--- src/rtl/chipid_pkg.sv ---
package chipid_pkg;

  typedef enum logic [1:0] {
    OP_START = 2'd0,
    OP_WRITE = 2'd1,
    OP_READ  = 2'd2,
    OP_STOP  = 2'd3
  } bus_op_e;

  typedef enum logic [2:0] {
    E_NONE      = 3'd0,
    E_BUS       = 3'd1,
    E_ID        = 3'd2,
    E_REV       = 3'd3,
    E_SIZE_OLD  = 3'd4,
    E_SIZE_NEW  = 3'd5
  } id_err_e;

endpackage

--- src/rtl/chipid_seq.sv ---
module chipid_seq
  import chipid_pkg::*;
#(
  parameter logic [6:0] PTR_ADDR = 7'h5A,
  parameter logic [6:0] DAT_ADDR = 7'h35,
  parameter int         NREG     = 3
) (
  input  logic              clk,
  input  logic              rst,
  input  logic              start,
  output logic              busy,
  output logic              cmd_valid,
  input  logic              cmd_ready,
  output bus_op_e           cmd_op,
  output logic [7:0]        cmd_data,
  input  logic              rsp_valid,
  input  logic              rsp_ack,
  input  logic [7:0]        rsp_data,
  output logic [NREG*8-1:0] rd_bytes,
  output logic              fin,
  output logic              bus_fail
);

  localparam int IDX_W = (NREG > 1) ? $clog2(NREG) : 1;
  localparam logic [IDX_W-1:0] LAST_IDX = IDX_W'(NREG - 1);
  localparam logic [2:0] STEP_READ = 3'd6;
  localparam logic [2:0] STEP_STOP = 3'd7;

  typedef enum logic [1:0] {S_IDLE, S_ISSUE, S_WAIT, S_FIN} st_e;

  st_e              st_q;
  logic [2:0]       step_q;
  logic [IDX_W-1:0] idx_q;
  logic             abort_q;
  logic [7:0]       byte_q [NREG];

  // command table per step within one register access
  always_comb begin
    cmd_op   = OP_STOP;
    cmd_data = 8'h00;
    case (step_q)
      3'd0, 3'd4: cmd_op = OP_START;
      3'd1: begin cmd_op = OP_WRITE; cmd_data = {PTR_ADDR, 1'b0}; end
      3'd2: begin cmd_op = OP_WRITE; cmd_data = 8'(idx_q); end
      3'd5: begin cmd_op = OP_WRITE; cmd_data = {DAT_ADDR, 1'b1}; end
      3'd6: cmd_op = OP_READ;
      default: cmd_op = OP_STOP;
    endcase
  end

  assign cmd_valid = (st_q == S_ISSUE);
  assign busy      = (st_q != S_IDLE);
  assign fin       = (st_q == S_FIN);
  assign bus_fail  = abort_q;

  generate
    for (genvar g = 0; g < NREG; g++) begin : g_pack
      assign rd_bytes[g*8 +: 8] = byte_q[g];
    end
  endgenerate

  always_ff @(posedge clk) begin
    if (rst) begin
      st_q    <= S_IDLE;
      step_q  <= 3'd0;
      idx_q   <= '0;
      abort_q <= 1'b0;
      for (int i = 0; i < NREG; i++) byte_q[i] <= 8'h00;
    end else begin
      case (st_q)
        S_IDLE: if (start) begin
          st_q    <= S_ISSUE;
          step_q  <= 3'd0;
          idx_q   <= '0;
          abort_q <= 1'b0;
          for (int i = 0; i < NREG; i++) byte_q[i] <= 8'h00;
        end
        S_ISSUE: if (cmd_ready) st_q <= S_WAIT;
        S_WAIT: if (rsp_valid) begin
          if (cmd_op == OP_WRITE && !rsp_ack) begin
            abort_q <= 1'b1;
            step_q  <= STEP_STOP;
            st_q    <= S_ISSUE;
          end else if (step_q == STEP_READ) begin
            byte_q[idx_q] <= rsp_data;
            step_q        <= STEP_STOP;
            st_q          <= S_ISSUE;
          end else if (step_q == STEP_STOP) begin
            if (abort_q || idx_q == LAST_IDX) begin
              st_q <= S_FIN;
            end else begin
              idx_q  <= idx_q + 1'b1;
              step_q <= 3'd0;
              st_q   <= S_ISSUE;
            end
          end else begin
            step_q <= step_q + 3'd1;
            st_q   <= S_ISSUE;
          end
        end
        default: st_q <= S_IDLE;
      endcase
    end
  end

  AST_CMD_HOLD: assert property (@(posedge clk) disable iff (rst)
    cmd_valid && !cmd_ready |=> cmd_valid && $stable(cmd_op) && $stable(cmd_data));

  AST_NACK_STOP: assert property (@(posedge clk) disable iff (rst)
    (st_q == S_WAIT) && rsp_valid && (cmd_op == OP_WRITE) && !rsp_ack
      |=> cmd_valid && (cmd_op == OP_STOP));

  AST_IDLE_QUIET: assert property (@(posedge clk) disable iff (rst)
    !busy |-> !cmd_valid);

endmodule

--- src/rtl/chipid_decode.sv ---
module chipid_decode
  import chipid_pkg::*;
#(
  parameter logic [7:0] ID_EXPECT = 8'h83,
  parameter int         SIZE_W    = 10
) (
  input  logic [7:0]        id_first,
  input  logic [7:0]        ver_raw,
  input  logic              bus_fail,
  output logic [2:0]        rev,
  output logic [SIZE_W-1:0] kb,
  output id_err_e           err
);

  localparam logic [2:0] LATE_REV = 3'd3;

  logic [2:0]  rev_raw;
  logic [3:0]  code;
  id_err_e     dec_err;
  logic [SIZE_W-1:0] kb_dec;

  assign rev_raw = ver_raw[2:0];
  assign code    = ver_raw[7:4];

  always_comb begin
    kb_dec  = '0;
    dec_err = E_NONE;
    if (rev_raw < LATE_REV) begin
      case (code)
        4'd0: kb_dec = SIZE_W'(128);
        4'd4: kb_dec = SIZE_W'(192);
        4'd8: kb_dec = SIZE_W'(256);
        default: dec_err = E_SIZE_OLD;
      endcase
    end else if (rev_raw == LATE_REV) begin
      case (code)
        4'd0: kb_dec = SIZE_W'(128);
        4'd2: kb_dec = SIZE_W'(192);
        4'd4: kb_dec = SIZE_W'(256);
        4'd6: kb_dec = SIZE_W'(384);
        4'd8: kb_dec = SIZE_W'(512);
        default: dec_err = E_SIZE_NEW;
      endcase
    end else begin
      dec_err = E_REV;
    end

    if (bus_fail) begin
      rev = 3'd0;
      kb  = '0;
      err = E_BUS;
    end else begin
      rev = rev_raw;
      kb  = kb_dec;
      err = (id_first != ID_EXPECT) ? E_ID : dec_err;
    end
  end

endmodule

--- src/rtl/chipid_reader.sv ---
module chipid_reader
  import chipid_pkg::*;
#(
  parameter logic [6:0] PTR_ADDR  = 7'h5A,
  parameter logic [6:0] DAT_ADDR  = 7'h35,
  parameter logic [7:0] ID_EXPECT = 8'h83,
  parameter int         SIZE_W    = 10
) (
  input  logic              clk,
  input  logic              rst,
  input  logic              start,
  output logic              busy,
  output logic              done,
  output logic              cmd_valid,
  input  logic              cmd_ready,
  output logic [1:0]        cmd_op,
  output logic [7:0]        cmd_data,
  input  logic              rsp_valid,
  input  logic              rsp_ack,
  input  logic [7:0]        rsp_data,
  output logic [7:0]        id1,
  output logic [7:0]        id2,
  output logic [7:0]        ver_byte,
  output logic [2:0]        version,
  output logic [SIZE_W-1:0] size_kb,
  output logic [2:0]        err_code
);

  localparam int NREG = 3;

  bus_op_e           op_w;
  logic [NREG*8-1:0] bytes_w;
  logic              fin_w;
  logic              fail_w;
  logic [2:0]        rev_w;
  logic [SIZE_W-1:0] kb_w;
  id_err_e           err_w;

  chipid_seq #(
    .PTR_ADDR (PTR_ADDR),
    .DAT_ADDR (DAT_ADDR),
    .NREG     (NREG)
  ) u_seq (
    .clk       (clk),
    .rst       (rst),
    .start     (start),
    .busy      (busy),
    .cmd_valid (cmd_valid),
    .cmd_ready (cmd_ready),
    .cmd_op    (op_w),
    .cmd_data  (cmd_data),
    .rsp_valid (rsp_valid),
    .rsp_ack   (rsp_ack),
    .rsp_data  (rsp_data),
    .rd_bytes  (bytes_w),
    .fin       (fin_w),
    .bus_fail  (fail_w)
  );

  assign cmd_op = op_w;

  chipid_decode #(
    .ID_EXPECT (ID_EXPECT),
    .SIZE_W    (SIZE_W)
  ) u_dec (
    .id_first (bytes_w[7:0]),
    .ver_raw  (bytes_w[23:16]),
    .bus_fail (fail_w),
    .rev      (rev_w),
    .kb       (kb_w),
    .err      (err_w)
  );

  always_ff @(posedge clk) begin
    if (rst) begin
      done     <= 1'b0;
      id1      <= 8'h00;
      id2      <= 8'h00;
      ver_byte <= 8'h00;
      version  <= 3'd0;
      size_kb  <= '0;
      err_code <= 3'd0;
    end else begin
      done <= fin_w;
      if (fin_w) begin
        id1      <= bytes_w[7:0];
        id2      <= bytes_w[15:8];
        ver_byte <= bytes_w[23:16];
        version  <= rev_w;
        size_kb  <= kb_w;
        err_code <= err_w;
      end
    end
  end

  AST_DONE_PULSE: assert property (@(posedge clk) disable iff (rst)
    done |=> !done);

  AST_DONE_IDLE: assert property (@(posedge clk) disable iff (rst)
    done |-> !busy);

  AST_SIZE_ZERO: assert property (@(posedge clk) disable iff (rst)
    done && (err_code == 3'd3 || err_code == 3'd4 || err_code == 3'd5)
      |-> size_kb == '0);

  AST_BUS_CLEAR: assert property (@(posedge clk) disable iff (rst)
    done && (err_code == 3'd1) |-> (size_kb == '0) && (version == 3'd0));

endmodule

--- config.mk ---
export PLATFORM = sky130hd
export DESIGN_NAME = chipid_reader
export DESIGN_NICKNAME = d
export VERILOG_FILES = /design/src/rtl/chipid_pkg.sv /design/src/rtl/chipid_seq.sv /design/src/rtl/chipid_decode.sv /design/src/rtl/chipid_reader.sv
export SDC_FILE = /design/constraint.sdc
export NUM_CORES = 1
export LEC_CHECK = 0
export ABC_CLOCK_PERIOD_IN_PS = 2400
export BUFFER_PORTS_ARGS = -buffer_cell sky130_fd_sc_hd__buf_2
export CORE_ASPECT_RATIO = 0.8
export CORE_MARGIN = 3
export CORE_UTILIZATION = 54
export DETAILED_ROUTE_END_ITERATION = 12
export GPL_TIMING_DRIVEN = 0
export PLACE_DENSITY = 0.85
export SETUP_SLACK_MARGIN = 0.05
export SKIP_CTS_REPAIR_TIMING = 1
export SYNTH_ARGS = -nofsm -noshare
export SYNTH_HDL_FRONTEND = slang
export SYNTH_SLANG_ARGS = --single-unit
--- constraint.sdc ---
create_clock -name clk -period 2.4 [get_ports clk]
set_clock_uncertainty 0.05 [all_clocks]
set_input_delay 0.36 -clock clk [delete_from_list [all_inputs] [get_ports clk]]
set_output_delay 0.36 -clock clk [all_outputs]
set_load 0.01 [all_outputs]
# Word-level counts from Yosys, hierarchy flattened
# Memory sizes are Yosys's and may differ from the RTL's. A register that Yosys moved wholly into a read port is not among the register bits.
# Cells that the tools add are included.
# totals
mem_bits_ro	0
latchBits	0
mem_count	1
wordCells	118
regBits	41
inputBits	14
ramBits	24
output_inout_bits	53
# op_classes
n_bitwise	3
magnitude_cmp	1
div_mod_pow	0
n_eq_ne	26
reduce_logical	17
n_mul	0
shifts	0
muxes	58
add_sub_neg	2
# mem_list
memory	words	width	rd	rd_clocked_by_memory_dff	write_ports	line_no	rtl
u_seq.byte_q	3	8	3	1	3	chipid_seq.sv:35	logic [7:0] byte_q [NREG];
# ops
cell	count
case mux 10 bit (5 select lines)	1
2-to-1 mux 3 bit	13
2-to-1 mux 8 bit	4
2-to-1 mux 10 bit	3
2-to-1 mux 2 bit	14
case mux 9 bit (3 select lines)	1
case mux 8 bit (3 select lines)	1
2-to-1 mux 1 bit	16
equality test 3 bit (second input constant)	4
case mux 2 bit (3 select lines)	2
!= test 2 bit (second input constant)	5
equality test 4 x 3 -> 1 bit (second input constant)	2
!= test 8 bit (second input constant)	1
AND reduction 4 bit	2
OR reduction 8 bit	1
AND reduction 7 bit	1
equality test 2 bit (second input constant)	3
equality test 3 x 2 -> 1 bit (second input constant)	2
!= test 2 x 1 -> 1 bit (second input constant)	3
case mux 3 bit (2 select lines)	1
OR reduction 3 bit	2
!= test 5 x 3 -> 1 bit (second input constant)	1
OR reduction 5 bit	1
equality test 2 x 1 -> 1 bit (second input constant)	2
other kinds (18)	21

# Longest topological paths before layout
# Gate-level depths: netlist of the first run.
# logic_depth
depth_word	12
ltp_mapped	7
depth_no_buf	6

# By module
# Synthesis of the first run repeated with hierarchy kept, for this count alone.
# hier_totals
hier_cells	302
area_unflattened_um2	3323.2
# modules_own_cells
mod	area_each_um2	n_inst	seq_area_each_um2	cells_per_inst
chipid_seq	1595.3	1	880.8	134
chipid_reader	1485.2	1	820.8	131
chipid_decode	242.7	1	0.0	37

# Least setup slack after synthesis of the first run
# No wires, ideal clock.
# synth_path
kind	flip-flop to flip-flop
from	reg u_seq.step_q[0]
to	mem u_seq.byte_q[2][0], enable pin
synth_period_minus_slack_ns	1.991
required_time_ns	2.021
setup_slack_ns	0.409
stages_incl_launch_ff	8
path_buffers	1
arrival_time_ns	1.612
setup_ns	0.329
path_cell_list	dfxtp_1 inv_1 ha_1 nand2_1 nor4b_4 buf_2 nand2_1 nand2_1
# synth_lines
item	line_no	rtl
from (decl)	chipid_seq.sv:32	logic [2:0] step_q;
from (signal assigned)	chipid_seq.sv:97	step_q <= step_q + 3'd1;
to (decl)	chipid_seq.sv:35	

==> impl_metrics.yaml, run 1 <==
synthesis:
  synthesis.area_um2: 2980
  ys_warn_count: 0
  synth_flop_cell: "dfxtp_1"
  synth_cell_types: 42
  ys_seq_elements: 67
  yosysSeqAreaShare_pct: 53.0
  synth.avg_cell_area_um2: 9.30
  synthCells: 321
  synthArstFlopShare_pct: 0
  synth-edff-count: 24
clocking:
  cts.path.max_buffers: 2
  h-tree-depth: 3
  root_buffer: "clkbuf_8"
  clk_transition_reported_paths_ns: 0.07
  cts_tree: "done"
  clock_latency_ns: 0.34
  cts_buffers: 9
  clock_sinks: 67
placement:
  port_buffers: 60
  dp.final_hpwl_um: 4920
  gp_congestion: 0.875
  place_area_um2: 3380
worst_setup_path:
  r2r_slack_ns: 0.20
  cp_max_fo: 10
  crit_start: "u_seq.step_q[0]"
  cp-endpoint: "u_seq.byte_q[2][1]"
  slowest_stage: "nor4b_4"
  path_buf_inv: 2
  timing.rr.start: "u_seq.step_q[0]"
  worstReg2RegEnd: "u_seq.byte_q[2][1]"
  crit_path_start_kind: "flop"
  cp.required_ns: 2.38
  worst-path-stages: 7
  cp.arrival_ns: 2.18
  worst_r2r_path_depth: 7
  cpMostUsedCell: "nand2_1"
  crit_type: "flop to flop"
  cp-end-kind: "flop"
  cpPeakStageDelay_ns: 0.38
  crit_chain: "inv_1 -> ha_1 -> nand2_1 -> nor4b_4 -> buf_2 -> nand2_1 -> nand2_2"
  crit_family: "simple AND/OR/NAND/NOR gates"
global_route:
  antenna_found_initial: 0
  grt_overflow: 0
  grt_max_degree: 13
  grt_pass1_wl_um: 11000
  grt_usage_pct: 22.5
  grt_pass1_vias: 2294
cells_and_area:
  area_growth_pct: 21.3
  final_cell_mix: "nand2_1, buf_2, dfxtp_1"
  nets: 420
  final_cell_area_um2: 3620
  antenna_cells_inserted: 0
  layout-drive-gt1-share_pct: 24.1
  fillCellCount: 413
  final_common_cell: "nand2_1"
power:
  swShare_pct: 22.9
  power.switching_uw: 539
  p_int_mw: 1.82
  p_per_area_nw_per_um2: 651
  p_leak_nw: 1.65
  p_comb_share_pct: 5.7
  peakVddDrop_v: 0.000445
  pwr-share-seq_pct: 52.3
  clock_power_share_pct: 42.1
routing:
  vias_per_cell: 5.57
  drc_errors: 0
  wl_per_cell_um: 15.1
  drtIter0Drc: 145
  drtAntennaViolNets: 0
  routed_wl_um: 7010
  drt_pass1_iterations: 5
  num_vias: 2592
timing:
  min_period_over_period_pct: 91.5
  rsz0062_at_grt: "no"
  worst_slew_pin_slew_ns: 0.701
  setup_violations: 0
  fin_tns_setup_ns: 0
  fin_crit_ns: 2.20
  hold_viol_final: 0
  relSlewSlack_pct: 53.2
  slew_violations: 0
  max_freq_mhz: 455
  whs_ns: 0.248
floorplanning:
  die_h_um: 72.5
  io_pins: 67
  die_x_um: 89.1
  start_util_pct: 57.6
  rows: 23
  core-area_um2: 5180
  die-area_um2: 6460
hold_path:
  min_path_type: "input port to flop"
flow_run:
  max_cap_viol_count: 0
run_status:
  status: "finished, final reports clean"
-- cell usage after synthesis (2+ instances only) --
master	count	share of area, %
nand2_1	72	9.1
dfxtp_1	43	29
a21oi_1	36	6.0
and3_1	25	5.2
edfxtp_1	24	24
nor2_1	15	1.9
clkbuf_1	11	1.4
buf_4	10	2.5
inv_1	9	1.1
ha_1	8	3.4
o21ai_0	6	1.0
a21o_1	5	1.3
nor2b_1	5	1.0
mux2i_1	4	1.3
nor3b_1	4	1.0
a31oi_1	3	0.63
and2_1	3	0.63
buf_2	3	0.50
nand2b_1	3	0.63
nand3_1	3	0.50
nor3_1	3	0.50
a211oi_1	2	0.50
buf_1	2	0.25
nand4_1	2	0.42
o211ai_1	2	0.50
o21a_1	2	0.50
-- routing by layer --
metal / global-route usage [%] / routed length (um) / vias up
li1: - / - / 1249
met1: 29.5 / 3000 / 1200
met2: 35.6 / 3350 / 130
met3: 7.38 / 538 / 13
met4: 6.45 / 123 / 0
met5: 0 / 0 / -
-- state kept, by name, summed over array words and instances (netlist names) --
name            cells
ver_byte            8
u_seq.st_q          2
id1                 8
version             3
u_seq.idx_q         2
u_seq.byte_q       24
id2                 8
u_seq.step_q        3
size_kb             4
u_seq.bus_fail      1
done                1
err_code            3
-- power groups by stage --
stage          sequential (mW)  combinational, mW  clock, mW
3_5_place_dp              1.26              0.130          0
4_1_cts                   1.23              0.131       1.01
2_1_floorplan             1.25             0.0828          0
6_report                  1.23              0.133      0.992
5_1_grt                   1.23              0.146       1.05
3_3_place_gp              1.25              0.126          0
-- cell families (layout without fill, tap and decap cells) --
| kind of cell | Yosys count | after routing | share of synthesized area [%] |
|---|---|---|---|
| AND/OR/NAND/NOR | 142 | 142 | 23.6 |
| flip-flops | 67 | 67 | 53.0 |
| AO/OA/AOI/OAI | 64 | 64 | 12.8 |
| buffers and inverters | 35 | 112 | 5.79 |
| adder cells (fa/ha/maj) | 8 | 8 | 3.35 |
| multiplexers | 4 | 4 | 1.34 |
| other | 1 | 6 | 0.126 |
-- through the flow --
| stage | worst slack, ns | util (%) | power, mW | instances |
|---|---|---|---|---|
| final | 0.203 | 69.9 | 2.36 | 465 |
| after global routing | 0.0893 | 69.9 | 2.43 | 465 |
| after CTS | 0.0519 | 69.6 | 2.37 | 464 |
| after detailed placement | 0.0822 | 65.3 | 1.39 | 448 |
| after global placement | 0.140 | 65.3 | 1.38 | 448 |
| after floorplan | 0.409 | - | 1.33 | 326 |
-- layout make-up --
cell class | instances | area, um2 | area share, %
timing repair buffer | 61 | 308 | 8.50
multi-input combinational | 224 | 1260 | 34.7
inverter | 9 | 33.8 | 0.933
clock buffer | 12 | 199 | 5.49
sequential | 67 | 1580 | 43.7
buffer | 26 | 139 | 3.84
clock inverter | 4 | 26.3 | 0.726
tap | 62 | 77.6 | 2.14
-- worst register-to-register path, stage by stage, from the launching register on --
cell     delay, ns
dfxtp_1       0.37
inv_1         0.10
ha_1          0.26
nand2_1       0.18
nor4b_4       0.38
buf_2         0.27
nand2_1       0.08
nand2_2       0.19
-- worst min path at each step --
| stage | startpoint | to | slack (ns) | cells after the start |
|---|---|---|---|---|
| global route | cmd_ready | u_seq.st_q[1] | 0.24 | 2 |
| CTS | cmd_ready | u_seq.st_q[1] | 0.24 | 2 |
| global placement | err_code[2] | err_code[2] | 0.39 | 2 |
| finish | cmd_ready | u_seq.st_q[1] | 0.25 | 2 |
| detailed placement | size_kb[7] | size_kb[7] | 0.39 | 2 |
| floorplan | u_seq.idx_q[1] | u_seq.idx_q[1] | 0.42 | 2 |
Power figures use the tool's default switching activity.
==> inputs of run 2 (changes only) <==
Settings changed: GPL_TIMING_DRIVEN 0 to unset, REMOVE_ABC_BUFFERS set to 1, SLEW_MARGIN set to 10.
==> run 2 against run 1 <==
Critical path depth fell by 1. Die area did not move. Clock power rose by 9.9%. Maximum frequency rose by 3.3%. Combinational power fell by 9.8%. Via count fell by 5.9%. Sequential power barely moved. Sequential cell count did not move. Sequential share of layout area rose by 1.1 points. Worst setup slack improved by 0.071 ns. Register-to-register slack improved by 0.07 ns. Core utilization fell by 1.7 points. Critical path type unchanged. Critical endpoint is now u_seq.byte_q[1][3]. Highest routed layer unchanged.
==> impl_metrics.yaml, run 2 (synthesis gave the netlist of run 1 again) <==
timing:
  hold_viol_final: 0
  rsz0062_at_grt: "no"
  max_freq_mhz: 470
  worst_slew_pin_slew_ns: 0.548
  fin_crit_ns: 2.13
  relSlewSlack_pct: 63.5
  setup_violations: 0
  slew_violations: 0
  min_period_over_period_pct: 88.6
  fin_tns_setup_ns: 0
  fin_ws_ns: 0.274
global_route:
  grt_usage_pct: 21.8
  grt_pass1_wl_um: 10600
  antenna_found_initial: 0
  met3_usage_pct: 9.76
  grt_pass1_vias: 2250
  gr-usage-met2_pct: 32.8
  busiest_layer: "met2"
  use_met1_pct: 28.3
  grt_max_degree: 41
  grt_overflow: 0
clocking:
  cts_tree: "done"
  clock_latency_ns: 0.35
  clock_sinks: 67
  root_buffer: "clkbuf_8"
  h-tree-depth: 3
  cts.path.max_buffers: 2
  clk_transition_reported_paths_ns: 0.07
  cts_buffers: 9
worst_setup_path:
  cp-end-kind: "flop"
  cp.required_ns: 2.37
  crit_type: "flop to flop"
  path_buf_inv: 1
  cpMostUsedCell: "nand2_1"
  cpPeakStageDelay_ns: 0.49
  slowest_stage: "nor4b_4"
  cp.arrival_ns: 2.09
  crit_start: "u_seq.step_q[0]"
  crit_chain: "inv_1 -> ha_1 -> nand2_1 -> nor4b_4 -> nand2_1 -> nand2_1"
  timing.rr.start: "u_seq.step_q[0]"
  crit_family: "simple AND/OR/NAND/NOR gates"
  cp_max_fo: 9
  crit_path_start_kind: "flop"
placement:
  place_area_um2: 3290
  dp_cells: 428
  dp.final_hpwl_um: 4730
  gp_congestion: 0.864
  port_buffers: 60
  place_ws_ns: 0.331
floorplanning:
  die_h_um: 72.5
  die_x_um: 89.1
  rows: 23
  io_pins: 67
  die-area_um2: 6460
  start_util_pct: 57.6
  core-area_um2: 5180
cells_and_area:
  area_growth_pct: 18.4
  fin_cells: 444
  final_cell_area_um2: 3530
  layout-drive-gt1-share_pct: 22.5
  final_common_cell: "nand2_1"
  largest_reg_flops: 24
  final_cell_mix: "nand2_1, buf_2, dfxtp_1"
  nets: 399
  antenna_cells_inserted: 0
  final_util_pct: 68.2
  largest-register: "u_seq.byte_q"
power:
  pwr-share-seq_pct: 50.4
  clock_power_share_pct: 44.7
  peakVddDrop_v: 0.000418
  p_per_area_nw_per_um2: 692
  p_comb_share_pct: 4.9
  swShare_pct: 21.6
  p_int_mw: 1.92
  p_leak_nw: 1.60
  power.switching_uw: 529
routing:
  drc_errors: 0
  drtIter0Drc: 167
  vias_per_cell: 5.49
  wl_per_cell_um: 14.8
  drt_pass1_iterations: 4
  drtAntennaViolNets: 0
  num_vias: 2438
  routed_wl_um: 6570
flow_run:
  max_cap_viol_count: 0
hold_path:
  min_path_type: "input port to flop"
  min_from: "cmd_ready"
run_status:
  status: "finished, final reports clean"
-- run 2: changes by cell type in the layout (fill, tap and decap cells not counted) --
cell / change
clkbuf_1: -11
buf_4: -5
buf_2: -3
nand2_1: +3
nand2_2: -3
buf_1: -2
bufinv_16: +1
clkinv_2: -1
clkinv_4: -1
inv_4: +1
-- run 2: path summary, 6_finish.rpt --
kind | to | slack [ns] | depth (start not counted)
setup / recovery | u_seq.byte_q[1][3] | 0.27 | 6
hold reg to reg | size_kb[7] | 0.40 | 2
setup reg to reg | u_seq.byte_q[1][3] | 0.27 | 6
hold / removal | u_seq.st_q[1] | 0.23 | 2
-- run 2: per-layer routing --
metal,part of all wire [%],vias up
li1,-,1207
met1,45,1113
met2,45,105
met4,1.5,0
met5,0,-
met3,8.2,13
-- run 2: final cells by class --
class / instances / area, um2
fill: 403 / 1650
inverter: 9 / 33.8
clock buffer: 12 / 199
sequential: 67 / 1580
clock inverter: 4 / 48.8
multi-input combinational: 224 / 1250
tap: 62 / 77.6
timing repair buffer: 66 / 345
-- run 2: power by group through the flow --
stage,Sequential (mW),Combinational [mW],Clock (mW)
after global routing,1.24,0.132,1.17
final,1.23,0.120,1.09
after global placement,1.26,0.115,0
after floorplan,1.25,0.0629,0
after detailed placement,1.26,0.118,0
after CTS,1.23,0.119,1.11
-- run 2: worst reg2reg max path, stage by stage (launching register included) --
cell     delay (ns)
dfxtp_1        0.37
inv_1          0.10
ha_1           0.24
nand2_1        0.15
nor4b_4        0.49
nand2_1        0.10
nand2_1        0.29
-- run 2: metrics by stage --
step | power (mW) | hold slack (ns)
floorplan | 1.31 | 0.379
global placement | 1.37 | 0.385
detailed placement | 1.38 | 0.394
CTS | 2.46 | 0.219
global route | 2.54 | 0.233
finish | 2.44 | 0.229
